**config.mk**
```make
export PLATFORM = sky130hd
export DESIGN_NAME = bidir_load_counter
export DESIGN_NICKNAME = d
export VERILOG_FILES = /design/src/rtl/bdc_pkg.sv /design/src/rtl/bdc_step.sv /design/src/rtl/bdc_term.sv /design/src/rtl/bidir_load_counter.sv
export SDC_FILE = /design/constraint.sdc
export NUM_CORES = 1
export LEC_CHECK = 0
export ABC_AREA = 0
export CORE_MARGIN = 3
export CORE_UTILIZATION = 41
export DETAILED_ROUTE_END_ITERATION = 10
export PLACE_DENSITY_LB_ADDON = 0.05
export REMOVE_ABC_BUFFERS = 1
export SETUP_SLACK_MARGIN = 0.1
export SLEW_MARGIN = 20
export SYNTH_ARGS = -nofsm -noshare
export SYNTH_HDL_FRONTEND = slang
export SYNTH_SLANG_ARGS = --single-unit
```
**constraint.sdc**
```tcl
create_clock -name clk -period 1.6 [get_ports clk]
set_input_delay 0.32 -clock clk [delete_from_list [all_inputs] [get_ports clk]]
set_output_delay 0.32 -clock clk [all_outputs]
set_load 0.01 [all_outputs]
```
**src/rtl/bdc_pkg.sv**
```systemverilog
`timescale 1ns/1ps
package bdc_pkg;

  typedef enum logic [1:0] {
    BDC_HOLD = 2'd0,
    BDC_LOAD = 2'd1,
    BDC_UP   = 2'd2,
    BDC_DOWN = 2'd3
  } bdc_op_e;

  // Load outranks counting; counting needs the enable; direction picks the sign.
  function automatic bdc_op_e bdc_decode(input logic ld, input logic en, input logic up);
    if (ld)      return BDC_LOAD;
    else if (!en) return BDC_HOLD;
    else if (up)  return BDC_UP;
    else          return BDC_DOWN;
  endfunction

endpackage

```
**src/rtl/bdc_step.sv**
```systemverilog
`timescale 1ns/1ps
module bdc_step
  import bdc_pkg::*;
#(
  parameter int WIDTH = 8
) (
  input  bdc_op_e          op,
  input  logic [WIDTH-1:0] cur,
  input  logic [WIDTH-1:0] din,
  output logic [WIDTH-1:0] nxt,
  output logic             upd
);

  localparam logic [WIDTH-1:0] ONE = WIDTH'(1);

  always_comb begin
    nxt = cur;
    upd = 1'b1;
    unique case (op)
      BDC_LOAD: nxt = din;
      BDC_UP:   nxt = cur + ONE;   // wraps modulo 2^WIDTH
      BDC_DOWN: nxt = cur - ONE;   // wraps modulo 2^WIDTH
      default:  upd = 1'b0;
    endcase
  end

endmodule

```
**src/rtl/bdc_term.sv**
```systemverilog
`timescale 1ns/1ps
module bdc_term #(
  parameter int WIDTH = 8
) (
  input  logic [WIDTH-1:0] cur,
  input  logic             dir_up,
  input  logic             live,
  output logic             tc
);

  logic all_ones;
  logic all_zeros;

  always_comb begin
    all_ones  = 1'b1;
    all_zeros = 1'b1;
    for (int i = 0; i < WIDTH; i++) begin
      all_ones  = all_ones  & cur[i];
      all_zeros = all_zeros & ~cur[i];
    end
  end

  // Gated by live so that a cleared, down-counting stage does not flag zero.
  assign tc = live & (dir_up ? all_ones : all_zeros);

endmodule

```
**src/rtl/bidir_load_counter.sv**
```systemverilog
`timescale 1ns/1ps
module bidir_load_counter
  import bdc_pkg::*;
#(
  parameter int WIDTH = 8
) (
  input  logic             clk,
  input  logic             aclr_n,
  input  logic             load,
  input  logic             cnt_en,
  input  logic             dir_up,
  input  logic [WIDTH-1:0] din,
  output logic [WIDTH-1:0] q,
  output logic             tc,
  output logic             ceo
);

  localparam logic [WIDTH-1:0] ONE  = WIDTH'(1);
  localparam logic [WIDTH-1:0] ALL1 = {WIDTH{1'b1}};

  bdc_op_e          op;
  logic [WIDTH-1:0] cnt_nxt;
  logic             cnt_upd;

  assign op = bdc_decode(load, cnt_en, dir_up);

  bdc_step #(.WIDTH(WIDTH)) u_step (
    .op  (op),
    .cur (q),
    .din (din),
    .nxt (cnt_nxt),
    .upd (cnt_upd)
  );

  // Register with explicit enable; clear is asynchronous and dominant.
  always_ff @(posedge clk or negedge aclr_n) begin
    if (!aclr_n)      q <= '0;
    else if (cnt_upd) q <= cnt_nxt;
  end

  bdc_term #(.WIDTH(WIDTH)) u_term (
    .cur    (q),
    .dir_up (dir_up),
    .live   (aclr_n),
    .tc     (tc)
  );

  assign ceo = tc & cnt_en;

  // ---------------- assertions ----------------
  always @(posedge clk) begin
    if (!aclr_n) begin
      a_r1_clear_forces_zero: assert (q == '0 && !tc && !ceo)
        else $error("R1: outputs not zero under clear");
    end
  end

  a_r2_load_captures: assert property (@(posedge clk) disable iff (!aclr_n)
    load |=> q == $past(din))
    else $error("R2: load did not capture din");

  a_r3_increment: assert property (@(posedge clk) disable iff (!aclr_n)
    (!load && cnt_en && dir_up) |=> q == $past(q) + ONE)
    else $error("R3: increment wrong");

  a_r4_decrement: assert property (@(posedge clk) disable iff (!aclr_n)
    (!load && cnt_en && !dir_up) |=> q == $past(q) - ONE)
    else $error("R4: decrement wrong");

  a_r5_hold: assert property (@(posedge clk) disable iff (!aclr_n)
    (!load && !cnt_en) |=> $stable(q))
    else $error("R5: count moved with enable low");

  a_r7_up_carry_wraps: assert property (@(posedge clk) disable iff (!aclr_n)
    (ceo && !load && dir_up) |=> q == '0)
    else $error("R7: up carry not followed by zero");

  a_r7_down_borrow_wraps: assert property (@(posedge clk) disable iff (!aclr_n)
    (ceo && !load && !dir_up) |=> q == ALL1)
    else $error("R7: down borrow not followed by all ones");

endmodule

```
==> results.toml, run 1 <==
[critical_path]
critical_path.most_common_cell = "sky130_fd_sc_hd__or3_1"
reg2reg_slack_ps = -330
cp.depth = 8
worst_r2r_endpoint = "q[6]$_DFFE_PN0P_"
critical_path.n_buffers_inverters = 1
setup.worst_path.end_class = "flop"
cp_data_required_time_ps = 1800
setup.worst_path.start_class = "primary input"
rr_startpoint = "q[1]$_DFFE_PN0P_"
worstPathArrival_ps = 2150
cpMaxStageDelayCell = "sky130_fd_sc_hd__or3_1"
critical_path_class = "in -> reg"
r2r_cells = 7
crit_path_cell_trace = "buf_6 > or3b_4 > xnor2_2 > ha_2 > or3_1 > a2bb2oi_2 > or3_1 > nand3_1"
cp_max_fo = 2
critPathMaxStageDelay_ps = 410
crit_family = "simple AND/OR/NAND/NOR gates"

[logic_synthesis]
synth_largest_area_cell = "sky130_fd_sc_hd__dfrtp_1"
ys_top_cells_by_area = "sky130_fd_sc_hd__dfrtp_1, sky130_fd_sc_hd__buf_6, sky130_fd_sc_hd__nor2_1"
ys_seq_elements = 8
ys_warn_count = 0
post_synthesis_mean_instance_area_um2 = 8.28
synth_largest_type_area_fraction = 0.263
seq_area_frac_synth = 0.263
syn-cell-area_um2 = 762
synth-edff-count = 0
number_of_cells_produced_by_synthesis = 92
synth.distinct_cells = 39
async_flop_share = 1.00
dominantRegCellSynth = "sky130_fd_sc_hd__dfrtp_1"

[worst_hold_path]
min-delay-path-class = "in -> async"

[route]
vias_per_cell = 5.70
wirelength_mm = 2.30
drtAntennaViolNets = 0
drt-wirelength-per-cell_um = 14.6
drc_errors = 0
via_count = 901
drt_first_iter_violations = 17
drt-pass1-iter-count = 4

[timing]
rsz0062_at_grt = "yes"
final.setup.worst_slack_ps = -353
final_hold_viol_count = 0
fmax_ghz = 0.512
final.setup_skew_ps = 5.74
slew_viol_final = 0
final_min_period_over_clock_period = 1.22
setup_viol = 6
worst_slack_on_hold_paths_ps = 442
timing_worst_slew_pin_value_ps = 422
slew-limit-headroom = 0.716
final.min_clock_period_ps = 1950

[floorplan]
dieArea_mm2 = 0.00241
fp.coreArea_mm2 = 0.00163
chipHeight_um = 49.1
io_pins = 23
floorplan.rows = 14
die_width_um = 49.1
floorplan.initialDensity = 0.468

[cts]
cts.clk_slew.worst_paths_ps = 60
tritoncts = "done"
ctsLongestPathBuffers = 2
cts.sinks = 8
worst_skew_pair.late_latency_ps = 260
ctsHtreeMaxLevel = 1
cts-buffers-inserted = 3
cts-root-buf = "sky130_fd_sc_hd__clkbuf_4"

[placed_design]
placed_cells = 154
dpl-instance-area_mm2 = 0.00112
placement.io_buffers = 22
hpwlAfterDp_mm = 1.64
gpl.final_weighted_congestion = 0.824
pre_cts_slack_ps = -860

[run]
max_cap_viol_count = 0

[final_layout]
largestRegisters = "q x8"
antennaDiodeCount = 0
layout.cells.most_common = "sky130_fd_sc_hd__buf_4"
most-common-layout-cells = "sky130_fd_sc_hd__buf_4, sky130_fd_sc_hd__nor2_1, sky130_fd_sc_hd__clkdlybuf4s50_1"
largest_register = "q"
area_delta_synth_final_pct = 58.6
fin_nets = 150
fin_cells = 158
number_of_filler_instances_in_the_final_layout = 138
drive_above_1_share = 0.366
stdcell_area_mm2 = 0.00121
largest_register_ff_count = 8

[global_route]
grt_pass1_vias = 868
grt_antenna_before_repair = 0
grt-ovfl-total = 0
pin_count_of_the_biggest_net_entering_global_routing = 24
grt_usage = 0.206
wire_length_of_the_first_global_routing_pass_mm = 3.97

[run_status]
failed_checks = "negative setup slack"
run_status = "finished with violations"

[power_and_ir_drop]
vdd_drop_max_mv = 0.470
leakage_power_nw = 0.525
power.density_cell_area_mw_per_mm2 = 682
## stage by stage
stage	TNS, ps	util	power (mW)
2_1_floorplan	-1140	-	0.410
3_3_place_gp	-4790	0.687	0.630
3_5_place_dp	-4990	0.687	0.638
4_1_cts	-1070	0.736	0.817
5_1_grt	-1550	0.742	0.878
6_report	-1120	0.742	0.825
## cell families after synthesis
group,count (synthesis),synth area share
mux,2,0.0263
compound gates,18,0.169
simple gates,52,0.401
xor+xnor,2,0.0230
flops,8,0.263
buf+inv,9,0.102
fa+ha+maj,1,0.0164
## cells in the mapped netlist, types with 2 or more instances
| master | instances |
|---|---|
| sky130_fd_sc_hd__nor2_1 | 10 |
| sky130_fd_sc_hd__dfrtp_1 | 8 |
| sky130_fd_sc_hd__nand2_1 | 7 |
| sky130_fd_sc_hd__nand3_1 | 7 |
| sky130_fd_sc_hd__o21ai_0 | 5 |
| sky130_fd_sc_hd__buf_6 | 4 |
| sky130_fd_sc_hd__nand3b_1 | 4 |
| sky130_fd_sc_hd__nand4_1 | 4 |
| sky130_fd_sc_hd__nor3_1 | 4 |
| sky130_fd_sc_hd__a22oi_1 | 3 |
| sky130_fd_sc_hd__or3_1 | 3 |
| sky130_fd_sc_hd__clkbuf_1 | 2 |
| sky130_fd_sc_hd__mux2i_1 | 2 |
| sky130_fd_sc_hd__nand2b_1 | 2 |
| sky130_fd_sc_hd__nor4_1 | 2 |
| sky130_fd_sc_hd__xnor2_1 | 2 |
## worst register-to-register path: stages (launching register included)
cell	delay, ps
sky130_fd_sc_hd__dfrtp_1	380
sky130_fd_sc_hd__buf_4	180
sky130_fd_sc_hd__xnor2_2	140
sky130_fd_sc_hd__ha_2	190
sky130_fd_sc_hd__or3_1	410
sky130_fd_sc_hd__a2bb2oi_2	160
sky130_fd_sc_hd__or3_1	350
sky130_fd_sc_hd__nand3_1	70
## layer usage
metal,vias up,global-route usage,part of all wire
li1,429,-,-
met1,430,0.258,0.42
met2,36,0.333,0.49
met3,6,0.0581,0.068
met4,0,0.0711,0.018
met5,-,0,0
## report_power, final
group	switching, mW	internal (mW)
Clock	0.0714	0.0860
Sequential	0.0222	0.231
Combinational	0.201	0.214
Total	0.294	0.531
## cell type report
type,instances,area [µm²],share of cell area
sequential,8,201,0.167
multi-input combinational,75,556,0.460
timing repair buffer,47,395,0.327
inverter,1,3.75,0.00311
clock buffer,3,22.5,0.0186
tap,24,30.0,0.0248
## timing repair
item / 4_1_cts / 5_1_grt
hold buffers: 0 / 0
endpoints found under the setup margin: 17 / 7
pin swaps: 10 / 1
endpoints found under the hold margin: 0 / 0
gates resized for setup: 44 / 2
setup buffers: 2 / 0
## worst max path at each step
stage,start,end,slack (ps)
after floorplan,load,q[6]$_DFFE_PN0P_,-480
after CTS,q[1]$_DFFE_PN0P_,ceo,-330
after global routing,q[1]$_DFFE_PN0P_,q[6]$_DFFE_PN0P_,-390
after global placement,load,q[6]$_DFFE_PN0P_,-820
final,dir_up,q[6]$_DFFE_PN0P_,-350
after detailed placement,cnt_en,q[6]$_DFFE_PN0P_,-860
Power figures use the tool's default switching activity.
==> run 2, diff against run 1 <==
--- a/config.mk
+++ b/config.mk
@@ -6,6 +6,7 @@
 export NUM_CORES = 1
 export LEC_CHECK = 0
 export ABC_AREA = 0
+export ABC_CLOCK_PERIOD_IN_PS = 1600
 export CORE_MARGIN = 3
 export CORE_UTILIZATION = 41
 export DETAILED_ROUTE_END_ITERATION = 10
==> results of run 2 <==
The final DEF is identical to that of run 1; final timing and power are the same.
